File: src/rtl/msidb_pkg.sv
package msidb_pkg;
   localparam int SEL_W = 3;

   typedef enum logic [SEL_W-1:0] {
      SEL_BASE_LO = 3'd0,
      SEL_BASE_HI = 3'd1,
      SEL_ENABLE  = 3'd2,
      SEL_MASK    = 3'd3,
      SEL_STATUS  = 3'd4
   } msidb_sel_e;
endpackage

File: src/rtl/msidb_window.sv
// Address decode for the 4-byte doorbell window.
module msidb_window #(
   parameter int ADDR_W = 64
) (
   input  logic [ADDR_W-1:0] base,
   input  logic              live,
   input  logic [ADDR_W-1:0] addr,
   output logic              hit
);
   always_comb hit = live && (addr == base);
endmodule

File: src/rtl/msidb_vec_decode.sv
// Turns a doorbell data word into a one-hot vector select, qualified by byte enables.
module msidb_vec_decode #(
   parameter int DATA_W = 32,
   parameter int NVEC   = 32
) (
   input  logic [DATA_W-1:0]   wdata,
   input  logic [DATA_W/8-1:0] be,
   output logic                ok,
   output logic [NVEC-1:0]     onehot
);
   localparam int BE_W = DATA_W / 8;

   always_comb ok = (be == {BE_W{1'b1}}) && (wdata < DATA_W'(NVEC));

   for (genvar i = 0; i < NVEC; i++) begin : g_vec
      assign onehot[i] = (wdata == DATA_W'(i));
   end
endmodule

File: src/rtl/msidb_status_bank.sv
// Pending-status word and interrupt level register.
module msidb_status_bank #(
   parameter int NVEC = 32
) (
   input  logic            clk,
   input  logic            rst_n,
   input  logic            sw_wr,
   input  logic [NVEC-1:0] sw_val,
   input  logic            db_evt,
   input  logic [NVEC-1:0] set_vec,
   input  logic [NVEC-1:0] mask,
   output logic [NVEC-1:0] status_q,
   output logic            irq_q
);
   logic [NVEC-1:0] status_n;

   for (genvar i = 0; i < NVEC; i++) begin : g_bit
      // toggle first, then the doorbell bit is ORed on top
      assign status_n[i] = (status_q[i] ^ (sw_wr & sw_val[i])) | set_vec[i];

      always_ff @(posedge clk) begin
         if (!rst_n) status_q[i] <= 1'b0;
         else        status_q[i] <= status_n[i];
      end
   end

   logic irq_n;
   always_comb begin
      irq_n = irq_q;
      if (db_evt && ((status_n & ~mask) != '0)) irq_n = 1'b1;
      else if (sw_wr && (status_n == '0))      irq_n = 1'b0;
   end

   always_ff @(posedge clk) begin
      if (!rst_n) irq_q <= 1'b0;
      else        irq_q <= irq_n;
   end
endmodule

File: src/rtl/msidb_ctrl.sv
module msidb_ctrl
   import msidb_pkg::*;
#(
   parameter int DATA_W = 32,
   parameter int ADDR_W = 64,
   parameter int NVEC   = 32
) (
   input  logic              clk,
   input  logic              rst_n,
   input  logic              reg_we,
   input  logic [2:0]        reg_sel,
   input  logic [DATA_W-1:0] reg_wdata,
   output logic [DATA_W-1:0] reg_rdata,
   input  logic              db_valid,
   input  logic              db_write,
   input  logic [ADDR_W-1:0] db_addr,
   input  logic [DATA_W/8-1:0] db_be,
   input  logic [DATA_W-1:0] db_wdata,
   output logic [DATA_W-1:0] db_rdata,
   output logic              irq
);
   localparam int HALF = ADDR_W / 2;

   if (ADDR_W != 2 * DATA_W) begin : g_bad_addr
      $error("msidb_ctrl: ADDR_W must be twice DATA_W");
   end
   if (NVEC != DATA_W) begin : g_bad_nvec
      $error("msidb_ctrl: NVEC must equal DATA_W");
   end
   if (DATA_W % 8 != 0) begin : g_bad_data
      $error("msidb_ctrl: DATA_W must be a whole number of bytes");
   end

   logic [ADDR_W-1:0] base_q;
   logic [NVEC-1:0]   enable_q;
   logic [NVEC-1:0]   mask_q;
   logic [NVEC-1:0]   status_q;

   // software register writes
   always_ff @(posedge clk) begin
      if (!rst_n) begin
         base_q   <= '0;
         enable_q <= '0;
         mask_q   <= '0;
      end else if (reg_we) begin
         case (reg_sel)
            SEL_BASE_LO: base_q[HALF-1:0]      <= reg_wdata;
            SEL_BASE_HI: base_q[ADDR_W-1:HALF] <= reg_wdata;
            SEL_ENABLE:  enable_q              <= reg_wdata;
            SEL_MASK:    mask_q                <= reg_wdata;
            default: ;
         endcase
      end
   end

   logic sw_status_wr;
   always_comb sw_status_wr = reg_we && (reg_sel == SEL_STATUS);

   // doorbell path
   logic            win_hit;
   logic            vec_ok;
   logic [NVEC-1:0] vec_onehot;
   logic            db_evt;
   logic [NVEC-1:0] set_vec;

   msidb_window #(.ADDR_W(ADDR_W)) u_win (
      .base (base_q),
      .live (|enable_q),
      .addr (db_addr),
      .hit  (win_hit)
   );

   msidb_vec_decode #(.DATA_W(DATA_W), .NVEC(NVEC)) u_dec (
      .wdata  (db_wdata),
      .be     (db_be),
      .ok     (vec_ok),
      .onehot (vec_onehot)
   );

   always_comb begin
      db_evt  = db_valid && db_write && win_hit && vec_ok;
      set_vec = db_evt ? (vec_onehot & enable_q) : '0;
   end

   msidb_status_bank #(.NVEC(NVEC)) u_bank (
      .clk      (clk),
      .rst_n    (rst_n),
      .sw_wr    (sw_status_wr),
      .sw_val   (reg_wdata),
      .db_evt   (db_evt),
      .set_vec  (set_vec),
      .mask     (mask_q),
      .status_q (status_q),
      .irq_q    (irq)
   );

   // read side
   always_comb begin
      case (reg_sel)
         SEL_BASE_LO: reg_rdata = base_q[HALF-1:0];
         SEL_BASE_HI: reg_rdata = base_q[ADDR_W-1:HALF];
         SEL_ENABLE:  reg_rdata = enable_q;
         SEL_MASK:    reg_rdata = mask_q;
         SEL_STATUS:  reg_rdata = status_q;
         default:     reg_rdata = '0;
      endcase
   end

   assign db_rdata = '0;
endmodule

File: config.mk
export PLATFORM = sky130hd
export DESIGN_NAME = msidb_ctrl
export DESIGN_NICKNAME = d
export VERILOG_FILES = /design/src/rtl/msidb_pkg.sv /design/src/rtl/msidb_window.sv /design/src/rtl/msidb_vec_decode.sv /design/src/rtl/msidb_status_bank.sv /design/src/rtl/msidb_ctrl.sv
export SDC_FILE = /design/constraint.sdc
export NUM_CORES = 1
export LEC_CHECK = 0
export BUFFER_PORTS_ARGS = -buffer_cell sky130_fd_sc_hd__clkbuf_2
export CORE_MARGIN = 3
export CORE_UTILIZATION = 34
export CTS_BUF_LIST = sky130_fd_sc_hd__clkbuf_8
export CTS_CLUSTER_SIZE = 12
export DETAILED_ROUTE_END_ITERATION = 16
export GPL_ROUTABILITY_DRIVEN = 0
export PLACE_DENSITY = 0.6
export SLEW_MARGIN = 30
export SYNTH_ARGS = -nofsm -noshare
export SYNTH_HDL_FRONTEND = slang
export SYNTH_SLANG_ARGS = --single-unit
export TNS_END_PERCENT = 1
File: constraint.sdc
create_clock -name clk -period 3.4 [get_ports clk]
set_input_delay 0.17 -clock clk [delete_from_list [all_inputs] [get_ports clk]]
set_output_delay 0.17 -clock clk [all_outputs]
set_load 0.05 [all_outputs]
==> results of run 1 <==
## state kept, by name, summed over array words and instances (netlist names)
| name | flops |
|---|---|
| base_q | 64 |
| enable_q | 32 |
| mask_q | 32 |
| u_bank.irq_q | 1 |
| u_bank.status_q | 32 |
## area by class of cell
cell class              count  share of cell area
flip-flops and latches    161               0.295
inverters                  21             0.00745
clock buffers              18              0.0227
repair buffers            200              0.0999
clock inverters            14              0.0121
multi-input cells         998               0.520
well taps                 372              0.0426
## worst max-delay path by stage
stage                                  from  slack (ns)                              to  cells past startpoint
global route         base_q[0]$_SDFFE_PN0P_        0.36  u_bank.status_q[27]$_SDFF_PN0_                      8
CTS                 base_q[50]$_SDFFE_PN0P_        0.62  u_bank.status_q[17]$_SDFF_PN0_                      9
finish              base_q[50]$_SDFFE_PN0P_        0.52  u_bank.status_q[29]$_SDFF_PN0_                      9
global placement                db_wdata[2]        0.65       u_bank.irq_q$_SDFFE_PN0P_                      9
floorplan                        reg_sel[1]        1.04                   reg_rdata[17]                      6
detailed placement  base_q[50]$_SDFFE_PN0P_        0.67  u_bank.status_q[29]$_SDFF_PN0_                      9
## per-layer routing
| metal | track usage | vias up | part of all wire |
|---|---|---|---|
| met5 | 0 | - | 0 |
| met1 | 0.377 | 4933 | 0.40 |
| met3 | 0.0601 | 149 | 0.12 |
| met2 | 0.421 | 793 | 0.43 |
| met4 | 0.126 | 0 | 0.049 |
| li1 | - | 4649 | - |
## worst register-to-register path: cells and delay by family, from the launching register on
family / cells / cell delay, ns
buffers and inverters: 1 / 0.26
DFF: 1 / 0.37
xor gates and xnor gates: 1 / 0.34
AOI/OAI and AO/OA: 2 / 0.43
and+or+nand+nor: 5 / 1.41
## per-stage QoR
stage | hold WS [ns] | utilization | std cells | setup WS, ns
final | 0.0157 | 0.403 | 1784 | 0.524
after CTS | 0.000809 | 0.403 | 1784 | 0.622
after detailed placement | 0.463 | 0.388 | 1749 | 0.670
after global routing | 0.0114 | 0.403 | 1784 | 0.356
after global placement | 0.462 | 0.388 | 1749 | 0.650
after floorplan | 0.292 | - | 1304 | 1.04
## synth_stat cells (7+ instances only)
cell type,count,area [um^2]
a21oi_1,155,776
a221o_1,30,300
a31oi_1,9,56.3
and2_1,9,56.3
buf_4,32,240
clkbuf_1,84,315
dfxtp_1,161,3220
inv_1,20,75.1
mux2i_1,30,300
nand2_1,343,1290
nand3_1,28,140
nand4_1,25,156
nor2_1,33,124
nor2b_1,17,106
nor3_1,12,60.1
nor3b_1,9,67.6
nor4_1,26,163
nor4bb_1,9,90.1
o21ai_0,39,195
o22ai_1,19,119
o32ai_1,7,61.3
xnor2_1,41,359
xor2_1,47,412
## power by group
group | leakage (nW) | internal (mW) | switching (mW) | total (mW)
combinational | 2.50 | 0.202 | 0.443 | 0.646
clock | 0.185 | 0.606 | 0.797 | 1.40
sequential | 1.30 | 1.92 | 0.0691 | 1.99
## cells by family after synthesis
kind of cell,after synthesis
and+or+nand+nor,539
AOI/OAI and AO/OA,304
DFF,161
buffers and inverters,145
xor gates and xnor gates,88
muxes,35
other,1
==> impl_results.md, run 1 <==
- Multi-input logic area: about 0.0057 mm^2
- Syn Inst Count: ~1.3k
- Crit Path Category: reg -> reg
- Count of cells resized by post-cts repair: 0
- Starting density of the core: 0.347
- GRT Total Usage: 0.277
- Core area: approximately 0.027 mm^2
- First-pass GRT wire length: 61,300 um
- Most frequent cells in the layout: nand2_1, clkbuf_2, dfxtp_1
- Port Buffers: 172
- Root buf cell: clkbuf_8
- Least-Margin Pin Slew: between 0.8 and 0.9 ns
- DRT Pass-1 Iters: 8
- Synth Cell Area: approximately 0.0094 mm^2
- Initial antenna violation count: 0
- Hold path startpoint: reg_wdata[5]
- Simple-Gate Fraction of Synth Area: 0.261
- Final Cell Area: 0.0109 mm^2
- Worst Clk Skew: between 0.01 and 0.015 ns
- Top Ports: 205
- Vias in the first global route: 9,639
- Fill count: between 2k and 3k
- Die area: approximately 0.03 mm^2
- Period minus WS final: approximately 2.9 ns
- WL/cell: ~24 um
- Layout cells sized above 1: 0.175
- Max Clk Rate: between 300 and 400 MHz
- Required time of the critical path: between 3 and 4 ns
- Crit path capture type: register
- HPWL after detailed placement: roughly 31,000 um
- Row count: 60
- Hold Path Sink: base_q[5]$_SDFFE_PN0P_
- Most used DFF post-synth: dfxtp_1
- Setup Total Neg Slack: 0 ns
- EDFF count, synth: 0
- Die width: 172 um
- Clock Latency Late Sink: about 0.48 ns
- Slowest-stage cell, CP: nor4bb_1
- FF+latch count, synth: approximately 160
- Adder-Cell Fraction of Synth Area: 0
- Reg2reg setup slack: about 0.52 ns
- TritonCTS clock tree: built
- Cell variety after synth: 64
- Area grow syn2layout: 16.1%
- Vias per cell: about 5.9
- Worst path max stage delay: 0.52 ns
- Antenna cells: 0
- Rel. slew slack: 0.428
- Fin crit share: 0.846
- Post-CTS setup buffer count: 0
- Sink Count: about 160
- DRT iter0 DRCs: about 1.8k
- Worst min path class: in -> reg
- Leakage: roughly 4.0 nW
- CTS Buf Count: 17
- Syn_area_per_cell: 7.39 um^2
- Reg area: 0.00322 mm^2
- Crit-path leading delay family: simple AND/OR/NAND/NOR gates
- Final setup viols: 0
- DRC Markers: 0
- Clk pin slew, worst setup/hold paths: about 0.1 ns
- Reg2reg start: base_q[50]$_SDFFE_PN0P_
- Via count: approximately 11k
- # Max-Cap Violations: 0
- DP Area: around 0.011 mm^2
- Final Net Count: around 1.5k
- Outcome: finished clean
- Maximum vdd drop: ~0.00026 V
- Die Y: roughly 170 um
- Sequential area share after synthesis: 0.343
- Clk buf depth: 2
- Pwr dens: 370 mW/mm^2
- Slew Limit Fails: 0
- Crit-path max FO: 14
- Largest family of logic cells by synthesized area: simple AND/OR/NAND/NOR gates
- Hold buffer count at cts: 3
- H-tree levels: 4
- Gr ovfl total: 0
- Final wirelength: around 42,000 um
- Pin count of the biggest net entering global routing: 75
- Worst setup SP type: register
- Hold Violations, Final: 0
- DRT antenna net count: 0
- Reg2Reg Depth: 9
- Post-synthesis xor/xnor area fraction: 0.0819
- Mux cell area share after synthesis: 0.0415
- Power Total: between 4 and 5 mW
- Most common cell after layout, fill and taps aside: nand2_1
- Reg-to-Reg End: u_bank.status_q[29]$_SDFF_PN0_
- Worst Hold Path Cells: 3
- CP Buf/Inv Count: 1
- Synthesis Warnings: 0
- RSZ-0062 raised after global routing: false
- Worst-path cell chain: xnor2_1 -> nand4_1 -> nor4_1 -> nor4bb_1 -> o2111ai_1 -> buf_4 -> nor2_2 -> nand3_1 -> a21oi_1
- CP arrival: ~3.3 ns
- Complex-gate fraction of the synthesized area: 0.201
- Async SR Flop Fraction: 0
Power figures use the tool's default switching activity.
==> run 2: changes to the inputs <==
--- a/config.mk
+++ b/config.mk
@@ -12,7 +12,7 @@
 export CTS_CLUSTER_SIZE = 12
 export DETAILED_ROUTE_END_ITERATION = 16
 export GPL_ROUTABILITY_DRIVEN = 0
-export PLACE_DENSITY = 0.6
+export PLACE_DENSITY = 0.62
 export SLEW_MARGIN = 30
 export SYNTH_ARGS = -nofsm -noshare
 export SYNTH_HDL_FRONTEND = slang
==> constraint.sdc (replaced) <==
create_clock -name clk -period 2.6 [get_ports clk]
set_input_delay 0.13 -clock clk [delete_from_list [all_inputs] [get_ports clk]]
set_output_delay 0.13 -clock clk [all_outputs]
set_load 0.05 [all_outputs]
==> run 2 against run 1 <==
- the flow now finishes with violations (negative setup slack)
- cell count increased by 5.0%
- die area did not move
- utilization is 5.2 points higher
- largest power group unchanged
- largest cell class unchanged
- design area is 13% higher
- wire length grew 3.7%
- maximum frequency increased by 8.2%
- critical path type unchanged
==> impl_results.md, run 2 (synthesis gave the netlist of run 1 again) <==
- Outcome: finished, violations left (was finished clean)
- Failing checks: negative setup slack
- Clk buf depth: 2 (unchanged)
- Biggest register: base_q (unchanged)
- Final wirelength: 43,600 um (was 42,000 um)
- Die Y: 172 um (unchanged)
- Internal power: 3.59 mW (was 2.73 mW)
- Crit Path Category: reg -> reg (unchanged)
- CP arrival: 3.07 ns (was 3.28 ns)
- Sw Share: 0.342 (was 0.324)
- Row count: 60 (unchanged)
- Die area: 0.0297 mm^2 (unchanged)
- Vias per cell: 5.84 (was 5.90)
- Final setup viols: 21 (was 0)
- Gr ovfl total: 0 (unchanged)
- DRT antenna net count: 0 (unchanged)
- Core area: 0.0271 mm^2 (unchanged)
- WL/cell: 23.3 um (was 23.6 um)
- Worst min path class: in -> reg (unchanged)
- Antenna cells: 0 (unchanged)
- H-tree levels: 4 (unchanged)
- Period minus WS final: 2.66 ns (was 2.88 ns)
- DRT Pass-1 Iters: 9 (was 8)
- Top Ports: 205 (unchanged)
- Final Cell Area: 0.0123 mm^2 (was 0.0109 mm^2)
- Rel. slew slack: 0.511 (was 0.428)
- Switching power: 1.87 mW (was 1.31 mW)
- TritonCTS clock tree: built (unchanged)
- Vias in the first global route: 10.1k (was 9,639)
- Crit-path max FO: 6 (was 14)
- Final Net Count: 1,628 (was 1,539)
- Fin crit share: 1.02 (was 0.846)
- Die width: 172 um (unchanged)
- Clk pin slew, worst setup/hold paths: 0.11 ns (was 0.10 ns)
- Worst Clk Skew: 0.0213 ns (was 0.0117 ns)
- Max reg flops: 64 (unchanged)
- DRT iter0 DRCs: 1,656 (was 1,761)
- Initial antenna violation count: 0 (unchanged)
- Flop pwr share: 0.475 (was 0.493)
- Max Clk Rate: 376 MHz (was 348 MHz)
- Most common cell after layout, fill and taps aside: nand2_1 (unchanged)
- Slew Limit Fails: 0 (unchanged)
- Final cell count without fillers: 1,873 (was 1,784)
- Sink Count: 161 (unchanged)
- Fin util: 0.455 (was 0.403)
- Worst setup SP type: register (unchanged)
- First-pass GRT wire length: 63,000 um (was 61,300 um)
- Starting density of the core: 0.347 (unchanged)
- Required time of the critical path: 3.01 ns (was 3.81 ns)
- Area grow syn2layout: 31.2% (was 16.1%)
- RSZ-0062 raised after global routing: true (was false)
- Clock share of power: 0.346 (was 0.347)
- Root buf cell: clkbuf_8 (unchanged)
- GRT Total Usage: 0.285 (was 0.277)
- Layout cells sized above 1: 0.236 (was 0.175)
- DRC Markers: 0 (unchanged)
- Least-Margin Pin Slew: 0.733 ns (was 0.856 ns)
- Port Buffers: 172 (unchanged)
- Hold Violations, Final: 0 (unchanged)
- Pwr dens: 442 mW/mm^2 (was 370 mW/mm^2)
- Pin count of the biggest net entering global routing: 99 (was 75)
- Via count: 10.9k (was 10.5k)
- # Max-Cap Violations: 0 (unchanged)
- Combinational share of power: 0.179 (was 0.160)
- CTS Buf Count: 17 (unchanged)
- Post-route setup slack: -0.0581 ns (was 0.524 ns)
- Clock Latency Late Sink: 0.49 ns (was 0.48 ns)
- Pre-CTS setup slack: -0.168 ns (was 0.670 ns)
- Most frequent cells in the layout: nand2_1, dfxtp_1, a21oi_1 (was nand2_1, clkbuf_2, dfxtp_1)
- Crit path capture type: register (unchanged)
- HPWL after detailed placement: 32,800 um (was 31,500 um)
- Placed cells: 1,820 (was 1,749)
- Maximum vdd drop: 0.000406 V (was 0.000265 V)
- DP Area: 0.0115 mm^2 (was 0.0105 mm^2)
- Leakage: 4.62 nW (was 3.99 nW)
- Power Total: 5.46 mW (was 4.04 mW)
- Fill count: 2,684 (was 2,871)
## run 2: area by class of cell
| cell class | instances | area (um^2) | share of cell area |
|---|---|---|---|
| Clock inverter | 15 | 160 | 0.0130 |
| Inverter | 21 | 81.3 | 0.00659 |
| Tap cell | 372 | 465 | 0.0377 |
| Clock buffer | 17 | 234 | 0.0190 |
| Sequential cell | 161 | 3230 | 0.262 |
| Multi-Input combinational cell | 998 | 5870 | 0.476 |
| Timing Repair Buffer | 289 | 2300 | 0.186 |
## run 2: final timing paths
| kind | startpoint | endpoint | slack [ns] | cells after the start |
|---|---|---|---|---|
| worst max-delay path | base_q[44]$_SDFFE_PN0P_ | u_bank.status_q[30]$_SDFF_PN0_ | -0.06 | 13 |
| worst min-delay path | reg_wdata[19] | base_q[51]$_SDFFE_PN0P_ | 0.01 | 3 |
| worst max register to register | base_q[44]$_SDFFE_PN0P_ | u_bank.status_q[30]$_SDFF_PN0_ | -0.06 | 13 |
| worst min register to register | base_q[35]$_SDFFE_PN0P_ | base_q[35]$_SDFFE_PN0P_ | 0.49 | 2 |
## run 2: per-stage QoR
step	hold WS, ns	setup TNS [ns]
2_1_floorplan	0.252	0
3_3_place_gp	0.446	-10.39
3_5_place_dp	0.451	-3.10
6_report	0.0149	-0.645
4_1_cts	0.00260	0
5_1_grt	0.00545	-2.67
## run 2: power by group through the flow
stage	Sequential [mW]	Combinational [mW]	Clock, mW
after floorplan	2.62	0.545	0
after global placement	2.65	0.907	0
after detailed placement	2.65	0.911	0
after CTS	2.59	0.942	1.88
after global routing	2.60	1.03	1.99
final	2.60	0.977	1.89
## run 2: timing repair
| action | in CTS | in global routing |
|---|---|---|
| resized for setup | 22 | 30 |
| hold endpoints to repair | 50 | 0 |
| setup endpoints to repair | 29 | 31 |
| buffers inserted | 4 | 1 |
| pin swaps | 6 | 22 |
| hold buffers | 16 | 0 |
## run 2: metal layers
layer	vias up	global-route usage	share of wire
met5	-	0	0
met2	874	0.444	0.44
met4	0	0.121	0.053
met3	174	0.0702	0.13
li1	4820	-	-
met1	5066	0.377	0.38
## run 2: critical path, cell delays in order, from the launching register on
cell and delay (ns):
dfxtp_2 0.39, buf_6 0.12, inv_2 0.03, a222oi_1 0.49, nand4_1 0.25, nor4bb_4 0.33
buf_4 0.16, o2111ai_4 0.10, buf_6 0.18, buf_6 0.14, buf_4 0.13, nor2_2 0.09
a31oi_1 0.09, nor2_1 0.09
